$ cat src/rtl/wom_codec_pkg.sv
// Package wom_codec_pkg
// Shared widths, generation codes and the first-write map for the
// two-write write-once-memory codec. Assumes a 2-bit value per 3-cell triple.
package wom_codec_pkg;

    localparam int MSG_W  = 2;
    localparam int CELL_W = 3;
    localparam int GEN_W  = 2;

    typedef logic [MSG_W-1:0]  msg_t;
    typedef logic [CELL_W-1:0] cells_t;
    typedef logic [GEN_W-1:0]  gen_t;

    localparam gen_t GEN_FIRST  = 2'd0;
    localparam gen_t GEN_SECOND = 2'd1;

    // Pattern of the first write: at most one cell set
    function automatic cells_t first_pattern(input msg_t m);
        case (m)
            2'b01:   first_pattern = 3'b100;
            2'b10:   first_pattern = 3'b010;
            2'b11:   first_pattern = 3'b001;
            default: first_pattern = 3'b000;
        endcase
    endfunction

endpackage

$ cat src/rtl/wom_pattern_decoder.sv
// Module wom_pattern_decoder
// Turns any 3-cell triple into its stored 2-bit value. Light triples
// (weight 0 or 1) map directly; heavy triples (weight 2 or 3) are
// complemented first. Purely combinational; every triple value is legal.
module wom_pattern_decoder
    import wom_codec_pkg::*;
(
    input  cells_t cells_i,
    output msg_t   msg_o
);

    logic [1:0] weight;
    cells_t     light;

    // Count set cells and fold heavy triples back to light form
    always_comb begin
        weight = 2'(cells_i[0]) + 2'(cells_i[1]) + 2'(cells_i[2]);
        light  = (weight >= 2'd2) ? ~cells_i : cells_i;
    end

    // Inverse of the first-write map
    always_comb begin
        case (light)
            3'b100:  msg_o = 2'b01;
            3'b010:  msg_o = 2'b10;
            3'b001:  msg_o = 2'b11;
            default: msg_o = 2'b00;
        endcase
    end

endmodule

$ cat src/rtl/wom_write_encoder.sv
// Module wom_write_encoder
// Computes the pattern for one triple from the generation, the new value
// and the old contents. An illegal request (generation beyond the second,
// or a candidate that would clear a set cell) returns the old triple with
// the error flag raised. Combinational.
module wom_write_encoder
    import wom_codec_pkg::*;
(
    input  gen_t   gen_i,
    input  msg_t   msg_i,
    input  cells_t old_i,
    output cells_t cells_o,
    output logic   err_o
);

    msg_t   cur_msg;
    cells_t cand;
    logic   beyond;
    logic   clears;

    wom_pattern_decoder u_cur_dec (
        .cells_i (old_i),
        .msg_o   (cur_msg)
    );

    // Candidate pattern by generation
    always_comb begin
        beyond = 1'b0;
        case (gen_i)
            GEN_FIRST:  cand = first_pattern(msg_i);
            GEN_SECOND: cand = (cur_msg == msg_i) ? old_i : ~first_pattern(msg_i);
            default: begin
                cand   = old_i;
                beyond = 1'b1;
            end
        endcase
    end

    // Legality check and safe fallback to the old triple
    always_comb begin
        clears  = |(old_i & ~cand);
        err_o   = beyond | clears;
        cells_o = err_o ? old_i : cand;
    end

endmodule

$ cat src/rtl/wom_lane_slice.sv
// Module wom_lane_slice
// One triple of the page: captures value and old contents on the strobe,
// encodes them with the shared registered generation, and decodes the
// read-path triple. Assumes gen_q is captured by the parent on the same strobe.
module wom_lane_slice
    import wom_codec_pkg::*;
(
    input  logic   clk,
    input  logic   rst_n,
    input  logic   strobe_i,
    input  gen_t   gen_q,
    input  msg_t   msg_i,
    input  cells_t old_i,
    input  cells_t rd_cells_i,
    output msg_t   rd_msg_o,
    output cells_t cells_o,
    output logic   err_o
);

    msg_t   msg_q;
    cells_t old_q;
    msg_t   chk_msg;

    // Capture the write request of this lane
    always_ff @(posedge clk) begin
        if (!rst_n) begin
            msg_q <= '0;
            old_q <= '0;
        end else if (strobe_i) begin
            msg_q <= msg_i;
            old_q <= old_i;
        end
    end

    wom_write_encoder u_enc (
        .gen_i   (gen_q),
        .msg_i   (msg_q),
        .old_i   (old_q),
        .cells_o (cells_o),
        .err_o   (err_o)
    );

    wom_pattern_decoder u_rd_dec (
        .cells_i (rd_cells_i),
        .msg_o   (rd_msg_o)
    );

    wom_pattern_decoder u_chk_dec (
        .cells_i (cells_o),
        .msg_o   (chk_msg)
    );

    assert_never_clear_R5: assert property (@(posedge clk) disable iff (!rst_n)
        (cells_o & old_q) == old_q);

    assert_err_keeps_old_R6: assert property (@(posedge clk) disable iff (!rst_n)
        err_o |-> (cells_o == old_q));

    assert_beyond_second_R7: assert property (@(posedge clk) disable iff (!rst_n)
        (gen_q > GEN_SECOND) |-> (err_o && cells_o == old_q));

    assert_round_trip_R11: assert property (@(posedge clk) disable iff (!rst_n)
        (!err_o && gen_q <= GEN_SECOND) |-> (chk_msg == msg_q));

endmodule

$ cat src/rtl/wom_page_codec.sv
// Module wom_page_codec
// Page-wide two-write write-once-memory codec: LANES independent triples
// sharing one strobe and one generation code. Results are valid one cycle
// after the strobe and held until the next one.
module wom_page_codec
    import wom_codec_pkg::*;
#(
    parameter int LANES = 4
) (
    input  logic                    clk,
    input  logic                    rst_n,
    input  logic                    wr_strobe_i,
    input  logic [GEN_W-1:0]        wr_gen_i,
    input  logic [MSG_W*LANES-1:0]  wr_msg_i,
    input  logic [CELL_W*LANES-1:0] wr_old_i,
    input  logic [CELL_W*LANES-1:0] rd_cells_i,
    output logic [MSG_W*LANES-1:0]  rd_msg_o,
    output logic                    wr_valid_o,
    output logic [CELL_W*LANES-1:0] wr_cells_o,
    output logic [LANES-1:0]        wr_err_o
);

    gen_t gen_q;

    // Shared generation capture and one-cycle valid pulse
    always_ff @(posedge clk) begin
        if (!rst_n) begin
            gen_q      <= GEN_FIRST;
            wr_valid_o <= 1'b0;
        end else begin
            wr_valid_o <= wr_strobe_i;
            if (wr_strobe_i) gen_q <= wr_gen_i;
        end
    end

    for (genvar i = 0; i < LANES; i++) begin : g_lane
        wom_lane_slice u_slice (
            .clk        (clk),
            .rst_n      (rst_n),
            .strobe_i   (wr_strobe_i),
            .gen_q      (gen_q),
            .msg_i      (wr_msg_i[i*MSG_W +: MSG_W]),
            .old_i      (wr_old_i[i*CELL_W +: CELL_W]),
            .rd_cells_i (rd_cells_i[i*CELL_W +: CELL_W]),
            .rd_msg_o   (rd_msg_o[i*MSG_W +: MSG_W]),
            .cells_o    (wr_cells_o[i*CELL_W +: CELL_W]),
            .err_o      (wr_err_o[i])
        );
    end

    assert_valid_follows_R8: assert property (@(posedge clk) disable iff (!rst_n)
        wr_strobe_i |=> wr_valid_o);

    assert_valid_only_after_R8: assert property (@(posedge clk) disable iff (!rst_n)
        wr_valid_o |-> $past(wr_strobe_i));

    assert_hold_results_R8: assert property (@(posedge clk) disable iff (!rst_n)
        !$past(wr_strobe_i) |-> ($stable(wr_cells_o) && $stable(wr_err_o)));

endmodule

$ cat config.mk
export PLATFORM = sky130hd
export DESIGN_NAME = wom_page_codec
export DESIGN_NICKNAME = d
export VERILOG_FILES = /design/src/rtl/wom_codec_pkg.sv /design/src/rtl/wom_pattern_decoder.sv /design/src/rtl/wom_write_encoder.sv /design/src/rtl/wom_lane_slice.sv /design/src/rtl/wom_page_codec.sv
export SDC_FILE = /design/constraint.sdc
export NUM_CORES = 1
export LEC_CHECK = 0
export ABC_AREA = 1
export BUFFER_PORTS_ARGS = -buffer_cell sky130_fd_sc_hd__buf_4
export CAP_MARGIN = 10
export CORE_MARGIN = 5
export CORE_UTILIZATION = 27
export DETAILED_ROUTE_END_ITERATION = 8
export PLACE_DENSITY = 0.56
export SLEW_MARGIN = 20
export SYNTH_ARGS = -nofsm -noshare
export SYNTH_HDL_FRONTEND = slang
export SYNTH_HIERARCHICAL = 1
export SYNTH_SLANG_ARGS = --single-unit
$ cat constraint.sdc
create_clock -name clk -period 3.5 [get_ports clk]
set_clock_uncertainty 0.05 [all_clocks]
set_input_delay 0 -clock clk [delete_from_list [all_inputs] [get_ports clk]]
set_output_delay 0 -clock clk [all_outputs]
set_load 0.005 [all_outputs]
==> impl_metrics.toml <==
[run_status]
status = "complete, no violations"

[sta]
relSlewSlack = 0.4891
finalHoldViolations = 0
fin_setup_tns_ps = 0
setup_viol = 0
hold_slack_ps = 42.20
finalMaxSlewViolations = 0
worstMarginPinSlew_ps = 765.3
rsz0062_at_grt = "false"
period_share = 0.6594
max_freq_ghz = 0.4333
min_period_ps = 2308

[setup_path]
r2r-start = "gen_q[1]$_SDFFE_PN0P_"
reg2reg_depth = 2
timing.rr.end = "gen_q[1]$_SDFFE_PN0P_"
crit_path_top_delay_cell = "dfxtp_1"
critPathMostFrequentCell = "nand2_1"
crit_chain = "ha_1 -> nand2_1 -> nand2_1 -> nand2_1 -> nand3_1 -> nand2_1 -> inv_1 -> inv_1 -> nand2_2 -> nand2_2 -> nand3_1 -> nand3_2 -> nand3_2 -> nand3_1 -> nand2_1 -> buf_4"
crit_fanout = 7
crit_path_end_kind = "output port"
setup.worst_path.start = "g_lane[1].u_slice/old_q[2]$_SDFFE_PN0P_"
critPathRequiredTime_ps = 3450
max_stage_delay_ps = 490
worstSetupPathType = "flip-flop to output port"
reg2reg_slack_ps = 2340
crit_arrival_ps = 2260
cp-start-kind = "flip-flop"
endpoint = "wr_cells_o[5]"

[floorplan]
pin_count = 62
std_cell_rows = 36
die_width_um = 109.6
dieArea_mm2 = 0.01201
die_h_um = 109.6
initial_utilization = 0.2752
core_area_mm2 = 0.009729

[final_layout]
layout_commonest_cell = "nand2_1"
final_cells = 695
drive_above_1_share = 0.2580
area_delta_synth_final_pct = 31.59
fin_nets = 608
diodes = 0
design_area_mm2 = 0.003523
final_cell_mix = "nand2_1 (165), inv_1 (91), buf_4 (61), nor2_1 (56), nand3_1 (44)"

[routing]
via_per_inst = 4.164
postRouteAntennaNets = 0
drc = 0
drtIter0Drc = 58
finalWirelength_um = 6295
drt_pre_antenna_iters = 4
vias = 2894
routedWlPerCell_um = 9.058

[logic_synthesis]
yosysSeqAreaShare = 0.1720
yosysUniqueCellTypes = 13
netlist_instances = 479
synth_area_leaders = "nand2_1 (23%), dfxtp_1 (17%), inv_1 (13%)"
synth_top_area_frac = 0.2313
syn-num-nets = 524
synth_area_mm2 = 0.002678
avgSynthCellArea_um2 = 5.590
yosysTopAreaCell = "nand2_1"
synth_seq_cells = 23
ys.warnings.count = 6

[power_and_ir_drop]
p_leak_nw = 2.067
ir_drop_v = 0.0001327
power_density_mw_per_mm2 = 260.1

[clock_tree]
cts_resized = 0
clkTransAtPathRegs_ps = 80
cts_buffers = 3
cts_htree_levels = 1
clock_sinks = 23
cts_tree = "done"
clk_path_buf_depth = 2
postCtsSetupBuffers = 0
clock_latency_ps = 260
root_buffer = "clkbuf_8"

[hold_path]
min_path_type = "input port to flip-flop"
holdPathStages = 3

[grt]
grt_antenna_before_repair = 0
grt_pass1_vias = 2687
grt_max_degree = 46
gr-total-overflow = 0
grt_pass1_wl_um = 10800
grt_use_total = 0.1059

[place]
gp_congestion = 0.7866
placed_area_mm2 = 0.003257
place_inst = 669
portBuffers = 61
dp_hpwl_um = 4991

[run]
maxCapViolations = 0
-- cell usage after synthesis (all sizes together) --
master    n
nand2   189
inv     107
nand3    68
nor2     56
dfxtp    23
a22oi     8
ha        8
o211ai    8
or2       8
buf       4
-- worst min path at each step --
stage / end / startpoint / slack, ps
final: g_lane[3].u_slice/msg_q[0]$_SDFFE_PN0P_ / rst_n / 40
after global placement: g_lane[3].u_slice/old_q[0]$_SDFFE_PN0P_ / wr_old_i[9] / 230
after global routing: g_lane[3].u_slice/msg_q[0]$_SDFFE_PN0P_ / rst_n / 50
after detailed placement: g_lane[3].u_slice/msg_q[0]$_SDFFE_PN0P_ / wr_msg_i[6] / 240
after CTS: g_lane[3].u_slice/msg_q[0]$_SDFFE_PN0P_ / rst_n / 40
after floorplan: wr_valid_o$_SDFF_PN0_ / wr_strobe_i / 40
-- area by class of cell --
class | instances | area [µm²]
Clock buffer | 3 | 41.29
Sequential cell | 23 | 460.4
Fill cell | 1106 | 6206
Tap cell | 133 | 166.4
Timing Repair Buffer | 83 | 678.2
Clock inverter | 1 | 5.005
Multi-Input combinational cell | 345 | 1770
Inverter | 107 | 401.6
-- metal layers --
layer	vias to the layer above	part of all wire	GRT usage
li1	1609	-	-
met1	1248	0.45	0.1228
met2	35	0.50	0.2075
met3	2	0.037	0.009982
met4	0	0.0051	0.02226
met5	-	0	0
-- through the flow --
step	utilization	power [mW]	setup WS, ps
6_report	0.3621	0.9163	1192
5_1_grt	0.3621	1.007	969.7
4_1_cts	0.3621	0.9361	1177
3_5_place_dp	0.3347	0.7436	1482
3_3_place_gp	0.3347	0.7327	1534
2_1_floorplan	-	0.5976	1821
-- registers in the layout, summed over array words and instances (netlist names) --
register	count
g_lane.u_slice/old_q	12
gen_q	2
wr_valid_o	1
g_lane.u_slice/msg_q	8
-- power breakdown --
group / total, mW / internal, mW / switching, mW
combinational: 0.436 / 0.205 / 0.231
clock: 0.166 / 0.0794 / 0.0862
sequential: 0.314 / 0.280 / 0.0346
total: 0.916 / 0.564 / 0.352
-- what timing repair did --
item / CTS / global route
endpoints found under the setup margin: 0 / 0
endpoints found under the hold margin: 22 / 0
hold buffers: 22 / 0
-- kinds of logic after synthesis --
logic type | after synthesis | synth area share
flip-flops | 23 | 0.1720
AO/OA/AOI/OAI | 16 | 0.05982
AND/OR/NAND/NOR | 321 | 0.5640
adder cells (fa/ha/maj) | 8 | 0.03738
buffers and inverters | 111 | 0.1668
-- worst max-delay path: cells and delay by family, from the launching register on --
family	cells	cell delay, ps
DFF	1	490
and+or+nand+nor	12	940
adders and majority gates	1	290
buffers and inverters	3	280
Power figures use the tool's default switching activity.
